**src/rtl/pcm_tx_pkg.sv**
```systemverilog
package pcm_tx_pkg;
  typedef enum logic [2:0] {
    TX_IDLE,
    TX_WAIT_S,
    TX_ARM_S,
    TX_ARM_L,
    TX_DRIVE
  } tx_state_t;

  localparam int SIG_BCLK = 0;
  localparam int SIG_FSYNC = 1;
  localparam int SIG_COUNT = 2;
endpackage

```
**src/rtl/pcm_edge_detect.sv**
```systemverilog
module pcm_edge_detect #(
  parameter int STAGES = 2
) (
  input  logic clk,
  input  logic rst,
  input  logic sig_in,
  output logic level,
  output logic rise,
  output logic fall
);
  logic [STAGES:0] chain;

  always_ff @(posedge clk) begin
    if (rst) chain <= '0;
    else     chain <= {chain[STAGES-1:0], sig_in};
  end

  assign level = chain[STAGES-1];
  assign rise  = chain[STAGES-1] & ~chain[STAGES];
  assign fall  = ~chain[STAGES-1] & chain[STAGES];
endmodule

```
**src/rtl/pcm_sync_width.sv**
```systemverilog
module pcm_sync_width #(
  parameter int LONG_MIN = 3,
  parameter int CW = 4
) (
  input  logic clk,
  input  logic rst,
  input  logic bclk_fall,
  input  logic fs_lvl,
  input  logic fs_rise,
  input  logic fs_fall,
  output logic long_mode
);
  localparam logic [CW-1:0] CNT_MAX = '1;
  localparam logic [CW-1:0] LONG_TH = CW'(LONG_MIN);

  logic [CW-1:0] width_cnt;

  always_ff @(posedge clk) begin
    if (rst) begin
      width_cnt <= '0;
      long_mode <= 1'b0;
    end else begin
      if (fs_rise) begin
        width_cnt <= bclk_fall ? CW'(1) : '0;
      end else if (bclk_fall && fs_lvl && width_cnt != CNT_MAX) begin
        width_cnt <= width_cnt + 1'b1;
      end
      if (fs_fall) long_mode <= (width_cnt >= LONG_TH);
    end
  end


  mode_change_chk: assert property (@(posedge clk) disable iff (rst)
    !$stable(long_mode) |-> $past(!fs_lvl));
endmodule

```
**src/rtl/pcm_tx_shifter.sv**
```systemverilog
module pcm_tx_shifter
  import pcm_tx_pkg::*;
#(
  parameter int BITS = 8
) (
  input  logic            clk,
  input  logic            rst,
  input  logic            bclk_lvl,
  input  logic            bclk_rise,
  input  logic            bclk_fall,
  input  logic            fs_lvl,
  input  logic            fs_rise,
  input  logic            long_mode,
  input  logic [BITS-1:0] sample_in,
  input  logic            sample_load,
  output logic            sdata,
  output logic            sdata_oe
);
  localparam int BCW = $clog2(BITS + 1);
  localparam logic [BCW-1:0] LAST = BCW'(BITS);

  tx_state_t       state;
  logic [BITS-1:0] hold_q;
  logic [BITS-1:0] sreg;
  logic [BCW-1:0]  bit_cnt;
  logic            mode_lat;
  logic            fall_seen;

  always_ff @(posedge clk) begin
    if (rst) hold_q <= '0;
    else if (sample_load) hold_q <= sample_in;
  end

  always_ff @(posedge clk) begin
    if (rst) begin
      state     <= TX_IDLE;
      sreg      <= '0;
      bit_cnt   <= '0;
      mode_lat  <= 1'b0;
      fall_seen <= 1'b0;
      sdata_oe  <= 1'b0;
    end else begin
      case (state)
        TX_IDLE: begin
          if (fs_rise) begin
            sreg      <= hold_q;
            mode_lat  <= long_mode;
            fall_seen <= 1'b0;
            state     <= long_mode ? TX_ARM_L : TX_WAIT_S;
          end
        end
        TX_WAIT_S: begin
          if (bclk_fall && fs_lvl) state <= TX_ARM_S;
          else if (!fs_lvl)        state <= TX_IDLE;
        end
        TX_ARM_S: begin
          if (bclk_rise) begin
            sdata_oe <= 1'b1;
            bit_cnt  <= BCW'(1);
            state    <= TX_DRIVE;
          end
        end
        TX_ARM_L: begin
          if (fs_lvl && bclk_lvl) begin
            sdata_oe <= 1'b1;
            bit_cnt  <= BCW'(1);
            state    <= TX_DRIVE;
          end else if (!fs_lvl) begin
            state <= TX_IDLE;
          end
        end
        TX_DRIVE: begin
          if (bit_cnt != LAST) begin
            if (bclk_rise) begin
              sreg    <= {sreg[BITS-2:0], 1'b0};
              bit_cnt <= bit_cnt + 1'b1;
            end
          end else if (!mode_lat) begin
            if (bclk_fall) begin
              sdata_oe <= 1'b0;
              state    <= TX_IDLE;
            end
          end else begin
            if (bclk_fall) fall_seen <= 1'b1;
            if ((fall_seen || bclk_fall) && !fs_lvl) begin
              sdata_oe <= 1'b0;
              state    <= TX_IDLE;
            end
          end
        end
        default: state <= TX_IDLE;
      endcase
    end
  end

  assign sdata = sreg[BITS-1];


  short_on_chk: assert property (@(posedge clk) disable iff (rst)
    $rose(sdata_oe) && !mode_lat |-> $past(bclk_rise));


  long_on_chk: assert property (@(posedge clk) disable iff (rst)
    $rose(sdata_oe) && mode_lat |-> $past(fs_lvl && bclk_lvl));


  short_off_chk: assert property (@(posedge clk) disable iff (rst)
    $fell(sdata_oe) && !mode_lat |-> $past(bclk_fall));


  long_off_chk: assert property (@(posedge clk) disable iff (rst)
    $fell(sdata_oe) && mode_lat |-> $past(!fs_lvl));


  bit_step_chk: assert property (@(posedge clk) disable iff (rst)
    sdata_oe && $past(sdata_oe) && !$stable(sdata) |-> $past(bclk_rise));
endmodule

```
**src/rtl/pcm_tx_port.sv**
```systemverilog
module pcm_tx_port
  import pcm_tx_pkg::*;
#(
  parameter int BITS = 8,
  parameter int SYNC_STAGES = 2,
  parameter int LONG_MIN = 3,
  parameter int WCNT_W = 4
) (
  input  logic            clk,
  input  logic            rst,
  input  logic            bclk_in,
  input  logic            fsync_in,
  input  logic [BITS-1:0] sample_in,
  input  logic            sample_load,
  output logic            sdata,
  output logic            sdata_oe,
  output logic            long_mode
);
  logic [SIG_COUNT-1:0] raw_in;
  logic [SIG_COUNT-1:0] lvl;
  logic [SIG_COUNT-1:0] rise;
  logic [SIG_COUNT-1:0] fall;

  assign raw_in[SIG_BCLK]  = bclk_in;
  assign raw_in[SIG_FSYNC] = fsync_in;

  for (genvar i = 0; i < SIG_COUNT; i++) begin : g_edge
    pcm_edge_detect #(.STAGES(SYNC_STAGES)) u_edge (
      .clk   (clk),
      .rst   (rst),
      .sig_in(raw_in[i]),
      .level (lvl[i]),
      .rise  (rise[i]),
      .fall  (fall[i])
    );
  end

  pcm_sync_width #(.LONG_MIN(LONG_MIN), .CW(WCNT_W)) u_width (
    .clk      (clk),
    .rst      (rst),
    .bclk_fall(fall[SIG_BCLK]),
    .fs_lvl   (lvl[SIG_FSYNC]),
    .fs_rise  (rise[SIG_FSYNC]),
    .fs_fall  (fall[SIG_FSYNC]),
    .long_mode(long_mode)
  );

  pcm_tx_shifter #(.BITS(BITS)) u_shift (
    .clk        (clk),
    .rst        (rst),
    .bclk_lvl   (lvl[SIG_BCLK]),
    .bclk_rise  (rise[SIG_BCLK]),
    .bclk_fall  (fall[SIG_BCLK]),
    .fs_lvl     (lvl[SIG_FSYNC]),
    .fs_rise    (rise[SIG_FSYNC]),
    .long_mode  (long_mode),
    .sample_in  (sample_in),
    .sample_load(sample_load),
    .sdata      (sdata),
    .sdata_oe   (sdata_oe)
  );
endmodule

```
**config.mk**
```make
export PLATFORM = sky130hd
export DESIGN_NAME = pcm_tx_port
export DESIGN_NICKNAME = d
export VERILOG_FILES = /design/src/rtl/pcm_tx_pkg.sv /design/src/rtl/pcm_edge_detect.sv /design/src/rtl/pcm_sync_width.sv /design/src/rtl/pcm_tx_shifter.sv /design/src/rtl/pcm_tx_port.sv
export SDC_FILE = /design/constraint.sdc
export NUM_CORES = 1
export LEC_CHECK = 0
export BUFFER_PORTS_ARGS = -buffer_cell sky130_fd_sc_hd__buf_4
export CAP_MARGIN = 20
export CORE_ASPECT_RATIO = 1.1
export CORE_MARGIN = 10
export CORE_UTILIZATION = 52
export DETAILED_ROUTE_END_ITERATION = 7
export PLACE_DENSITY = 0.74
export REMOVE_ABC_BUFFERS = 1
export SLEW_MARGIN = 30
export SYNTH_ARGS = -nofsm -noshare
export SYNTH_HDL_FRONTEND = slang
export SYNTH_SLANG_ARGS = --single-unit
```
**constraint.sdc**
```tcl
create_clock -name clk -period 1.4 [get_ports clk]
set_input_delay 0.28 -clock clk [delete_from_list [all_inputs] [get_ports clk]]
set_output_delay 0.28 -clock clk [all_outputs]
set_load 0.1 [all_outputs]
```
==> results of run 1 <==
stage by stage:
| step | total power [W] | setup slack [ns] | instance area, µm² | setup TNS [ns] |
|---|---|---|---|---|
| after floorplan | 0.00124 | -0.352 | 1700 | -3.30 |
| after global placement | 0.00132 | -0.0595 | 2010 | -0.165 |
| after detailed placement | 0.00133 | -0.107 | 2010 | -0.529 |
| after CTS | 0.00190 | -0.0275 | 2130 | -0.0551 |
| after global routing | 0.00201 | -0.0388 | 2230 | -0.0765 |
| final | 0.00190 | 0.0134 | 2230 | 0 |
how the worst max path moves through the flow:
| stage | from | end | slack [ns] | depth (start not counted) |
|---|---|---|---|---|
| final | u_shift.bit_cnt[1]$_SDFFE_PP0P_ | u_shift.sdata_oe$_SDFFE_PP0P_ | 0.01 | 7 |
| after global routing | u_shift.bit_cnt[1]$_SDFFE_PP0P_ | u_shift.sdata_oe$_SDFFE_PP0P_ | -0.04 | 7 |
| after CTS | u_shift.bit_cnt[0]$_SDFFE_PP0P_ | u_shift.sdata_oe$_SDFFE_PP0P_ | -0.03 | 7 |
| after detailed placement | u_shift.state[0]$_SDFFE_PP0P_ | u_shift.sdata_oe$_SDFFE_PP0P_ | -0.11 | 3 |
| after global placement | u_shift.state[0]$_SDFFE_PP0P_ | u_shift.sdata_oe$_SDFFE_PP0P_ | -0.06 | 3 |
| after floorplan | u_shift.state[2]$_SDFFE_PP0P_ | u_shift.sreg[7]$_SDFFE_PP0P_ | -0.35 | 4 |
area by class of cell:
cell class | count | area [µm²]
Inverter | 7 | 26.3
Sequential cell | 37 | 753
Fill cell | 269 | 1070
Clock buffer | 7 | 55.1
Multi-Input combinational cell | 130 | 1030
Timing Repair Buffer | 39 | 324
Tap cell | 36 | 45.0
state kept, by name (all words and copies together) (netlist names):
name                 flops
u_shift.state            3
u_shift.bit_cnt          4
u_width.long_mode        1
u_shift.hold_q           8
u_shift.mode_lat         1
u_width.width_cnt        4
u_shift.sreg             8
u_shift.sdata_oe         1
u_shift.fall_seen        1
g_edge.u_edge.chain      6
cell usage in the layout (no fill, tap or decap), types with 5 or more instances in the layout:
cell,instances
dfxtp_2,7
dfxtp_1,29
buf_6,5
nand2_1,24
mux2i_1,12
buf_4,33
nor2_1,13
nor2b_1,6
a311oi_2,7
clkbuf_4,5
a21oi_1,5
nor3_2,6
logic make-up (layout without fill, tap and decap cells):
kind of cell	count (synthesis)	after routing
buf+inv	18	53
compound gates	32	32
simple gates	81	81
flops	37	37
fa+ha+maj	3	3
mux	12	12
xor+xnor	2	2
worst reg2reg max path, delay by kind of cell, from the launching register on:
kind / cells / cell delay (ns)
AOI/OAI and AO/OA: 2 / 0.41
adders and majority gates: 1 / 0.14
buffers and inverters: 2 / 0.19
DFF: 1 / 0.34
and+or+nand+nor: 2 / 0.19
timing repair:
action | in CTS | in global routing
gates resized for setup | 18 | 22
setup endpoints to repair | 14 | 18
endpoints found under the hold margin | 0 | 0
buffers inserted | 0 | 3
pin swaps | 2 | 11
gates cloned | 0 | 2
routing by layer:
| layer | vias to the layer above | GRT usage (%) | share of wire, % |
|---|---|---|---|
| met2 | 47 | 23.7 | 50 |
| met3 | 16 | 4.15 | 5.3 |
| li1 | 738 | - | - |
| met5 | - | 0 | 0 |
| met1 | 717 | 16.9 | 41 |
| met4 | 0 | 5.76 | 3.0 |
power by group:
group          total (W)  switching (W)  internal (W)
combinational   0.000214       0.000114     0.0000999
clock           0.000573       0.000336      0.000237
sequential       0.00112      0.0000284       0.00109
==> run metrics, run 1 <==
largest net degree at the start of global routing 21; ANT cells 0; Hold Crit Start fsync_in; total clock sinks 37; post-synthesis xor/xnor area fraction less than 1%; Mapped Area between 1500 and 2000 µm²; # DRC 0; placed cell count 244; Slew Limit Fails 0; via count 1518; num ports 16; Synth Area in Simple Gates ~25%; Slowest cell on crit path dfxtp_2; CP delay by family, top compound AO/OA/AOI/OAI gates; Tmin final 1.39 ns; area grow syn2layout 25.8%; nature of the critical path endpoint flip-flop; Critical Path Fanout Max 4; RSZ-0062 raised after global routing yes; adder-cell share of the synthesized area 2.12%; GRT overflow 0; count leader, synth dfxtp_1; R2R Setup Slk 0.01 ns; HP Class in -> reg; die area 6140 µm²; Distinct cells, synth 46; final setup violating endpoints 0; outcome complete, no violations; endpoints failing hold 0; top cells by area, synth dfxtp_1 (42%), mux2i_1 (6.8%), a311oi_2 (5.9%); WHS Endpoint g_edge[1].u_edge.chain[0]$_SDFF_PP0_; floorplan row count 22; Max Fclk roughly 720 MHz; CP Data Required Time 1.62 ns; Cell Pwr Density 853 nW/µm²; CTS H-tree depth 2; Yosys reg bits 37; worst skew pair latency between 0.3 and 0.4 ns; nets 236; drt wl/cell about 16 µm; share of the synthesized area in the top cell type 41.8%; die width 75.7 µm; top_reg_cell synth dfxtp_1; Post-synth EDFFs 0; Placer Congestion between 0.8 and 0.9; Async S/R FF share, synth 0%; RR Startpoint u_shift.bit_cnt[1]$_SDFFE_PP0P_; hpwl dp 2910 µm; Compound-Gate Fraction of Synth Area 17.2%; Setup CP Type reg -> reg; clock buffer depth 2; Initial Utilization ~54%; vias per std cell between 5 and 6; 1st-pass router iterations 4; worst-case reg-to-reg path depth 7; share of layout cells above drive strength 1 38.6%; Antenna Nets Post-Route 0; WP data arrival about 1.6 ns; Worst-path clk slew 0.11 ns; Max Cap Viol 0; fin cells about 260; largest family of logic cells by synthesized area simple AND/OR/NAND/NOR gates; Yosys Warn Count 0; CTS Buf Count 5; DRT iter0 DRCs between 80 and 90; Worst-Margin Slew about 0.45 ns; worst-path cell chain inv_2 -> ha_4 -> nand3b_4 -> buf_6 -> a221o_1 -> nand4_1 -> o221ai_1; peak supply drop 0.761 mV; Util after Layout 67.5%; first-pass GRT wire length around 7000 µm; multiplexer area fraction after synthesis 6.78%; WHS Path Cells 2; cts hold-fix bufs 0; Gate Count Post-Synth 185; CTS tree yes; CP bufs+invs 2; max incr delay on CP 0.34 ns; antenna violations before repair 0; Critical Path Start Type flip-flop; Slew HR a little over two thirds; P_leak 0.844 nW; root buf cell clkbuf_4; area of the core roughly 3300 µm²; Commonest cells post-synth dfxtp_1 (37), nand2_1 (25), nor2_1 (14), mux2i_1 (12), nor3_1 (10); WL final 4180 µm; Die H approximately 80 µm; GRT Total Usage between 10% and 20%; fin crit share 99.0%; dominant cell type by area after synthesis dfxtp_1; Post-Syn Area per Cell 9.58 µm²; hold_ws 0.147 ns; I/O Buffers 15; Seq/Total Area, Yosys 41.8%; worst reg2reg path endpoint u_shift.sdata_oe$_SDFFE_PP0P_; vias in the first global route 1554; skew final 0.0166 ns
No activity file was read; power rests on OpenSTA's default activity.
==> run 2: changes to the inputs <==
Settings changed: CTS_BUF_LIST set to sky130_fd_sc_hd__clkbuf_8 sky130_fd_sc_hd__clkbuf_16.
==> run metrics, run 2 (synthesized netlist as in run 1, its figures left out) <==
Util after Layout 68.8% (was 67.5%); nature of the critical path endpoint flip-flop (unchanged); fin crit share 101% (was 99.0%); antenna violations before repair 0 (unchanged); Critical Path Start Type flip-flop (unchanged); nets 238 (was 236); WL final 4290 µm (was 4180 µm); ANT cells 0 (unchanged); area of the core 3300 µm² (unchanged); die width 75.7 µm (unchanged); Cell Pwr Density 907 nW/µm² (was 853 nW/µm²); Slowest cell on crit path dfxtp_2 (unchanged); area grow syn2layout 28.3% (was 25.8%); Multi-input gate area 1020 µm² (was 1030 µm²); P_leak 0.876 nW (was 0.844 nW); share of layout cells above drive strength 1 38.3% (was 38.6%); Critical Path Fanout Max 5 (was 4); Tmin final 1.41 ns (was 1.39 ns); HP Class in -> reg (unchanged); RSZ-0062 raised after global routing yes (unchanged); commonest non-fill, non-tap cell in the layout buf_4 (unchanged); Die H 81.2 µm (unchanged); worst-path cell chain inv_2 -> ha_4 -> nand3b_4 -> buf_6 -> a221o_1 -> nand4_1 -> o221ai_1 (unchanged); 1st-pass router iterations 4 (unchanged); Worst-Margin Slew 0.459 ns (was 0.452 ns); outcome finished, violations left (was complete, no violations); WP data arrival 1.56 ns (was 1.61 ns); Placer Congestion 0.804 (unchanged); CTS Buf Count 5 (unchanged); skew final 0.0105 ns (was 0.0166 ns); total clock sinks 37 (unchanged); vias in the first global route 1556 (was 1554); largest net degree at the start of global routing 21 (unchanged); CP delay by family, top compound AO/OA/AOI/OAI gates (unchanged); endpoints failing hold 0 (unchanged); via count 1529 (was 1518); DRT iter0 DRCs 132 (was 83); failing checks setup timing; # DRC 0 (unchanged); Reg area 757 µm² (was 753 µm²); vias per std cell 5.93 (about the same); CP Data Required Time 1.55 ns (was 1.62 ns); root buf cell clkbuf_8 (was clkbuf_4); floorplan row count 22 (unchanged); Max Cap Viol 0 (unchanged); GRT Total Usage 14.2% (was 14.3%); max incr delay on CP 0.32 ns (was 0.34 ns); Initial Utilization 53.6% (unchanged); drt wl/cell 16.6 µm (was 16.3 µm); I/O Buffers 15 (unchanged); Slew Limit Fails 0 (unchanged); worst skew pair latency 0.29 ns (was 0.35 ns); Max Fclk 709 MHz (was 721 MHz); peak supply drop 0.828 mV (was 0.761 mV); GRT overflow 0 (unchanged); CTS tree yes (unchanged); Slew HR 69.3% (was 69.8%); die area 6140 µm² (unchanged); cts hold-fix bufs 0 (unchanged); CP bufs+invs 2 (unchanged); hpwl dp 2910 µm (unchanged); worst setup margin -0.0110 ns (was 0.0134 ns); most frequent cells in the layout buf_4 (35), dfxtp_1 (30), nand2_1 (24) (was buf_4 (33), dfxtp_1 (29), nand2_1 (24)); biggest registers after layout u_shift.hold_q (8), u_shift.sreg (8), g_edge.u_edge.chain (6) (unchanged); final setup violating endpoints 1 (was 0); Setup CP Type reg -> reg (unchanged); CTS H-tree depth 2 (unchanged); Power Total 0.00206 W (was 0.00190 W); Worst-path clk slew 0.07 ns (was 0.11 ns); num ports 16 (unchanged); first-pass GRT wire length 6870 µm (was 6980 µm); Fillers 260 (was 269); Antenna Nets Post-Route 0 (unchanged); clock buffer depth 2 (unchanged)
## run 2: cell count changes in the layout (fill, tap and decap cells not counted), moves of 2 or more
cell,delta
dfxtp_4,+2
dfxtp_2,-3
nor3_1,+3
nor3_2,-3
buf_4,+2
clkbuf_4,-5
clkbuf_8,+5
## run 2: per-layer routing
layer  global-route usage, %  vias up  part of all wire, %
li1                        -      739                    -
met4                    7.99        0                  3.2
met3                    3.54       15                  4.9
met5                       0        -                    0
met2                    23.7       48                   50
met1                    16.1      727                   42
## run 2: layout make-up
class	count	share of cell area, %
Clock buffer	6	3.63
Multi-Input combinational cell	130	44.9
Clock inverter	1	0.165
Timing Repair Buffer	41	14.9
Inverter	7	1.16
Sequential cell	37	33.3
Tap cell	36	1.98
## run 2: final timing paths
kind / start / to / slack, ns / depth (start not counted)
max: u_shift.bit_cnt[0]$_SDFFE_PP0P_ / u_shift.sdata_oe$_SDFFE_PP0P_ / -0.01 / 7
min: fsync_in / g_edge[1].u_edge.chain[0]$_SDFF_PP0_ / 0.21 / 2
max reg2reg: u_shift.bit_cnt[0]$_SDFFE_PP0P_ / u_shift.sdata_oe$_SDFFE_PP0P_ / -0.01 / 7
min reg2reg: g_edge[1].u_edge.chain[0]$_SDFF_PP0_ / g_edge[1].u_edge.chain[1]$_SDFF_PP0_ / 0.45 / 1
## run 2: timing repair
item	in CTS	in global routing
cloned	0	1
gates resized for setup	15	24
pin swaps	4	7
endpoints found under the setup margin	14	16
endpoints found under the hold margin	0	0
buffers inserted	1	6
## run 2: through the flow
step                setup slack, ns  TNS (ns)  hold slack (ns)  area [µm²]  cells
finish                      -0.0110   -0.0110            0.208        2270    258
global route                -0.0609    -0.409            0.210        2270    258
CTS                        -0.00641   -0.0129            0.208        2150    252
detailed placement           -0.107    -0.529            0.442        2010    244
global placement            -0.0595    -0.165            0.425        2010    244
floorplan                    -0.352     -3.30            0.345        1700    174
## run 2: worst reg2reg max path, cell delays in order, from the launching register on
cell,delay [ns]
dfxtp_2,0.32
inv_2,0.06
ha_4,0.14
nand3b_4,0.10
buf_6,0.14
a221o_1,0.29
nand4_1,0.11
o221ai_1,0.11
## run 2: where the power goes
part	total (W)	internal, W	switching [W]
logic	0.000210	0.0000970	0.000113
clock network	0.000740	0.000383	0.000357
registers	0.00111	0.00108	0.0000280
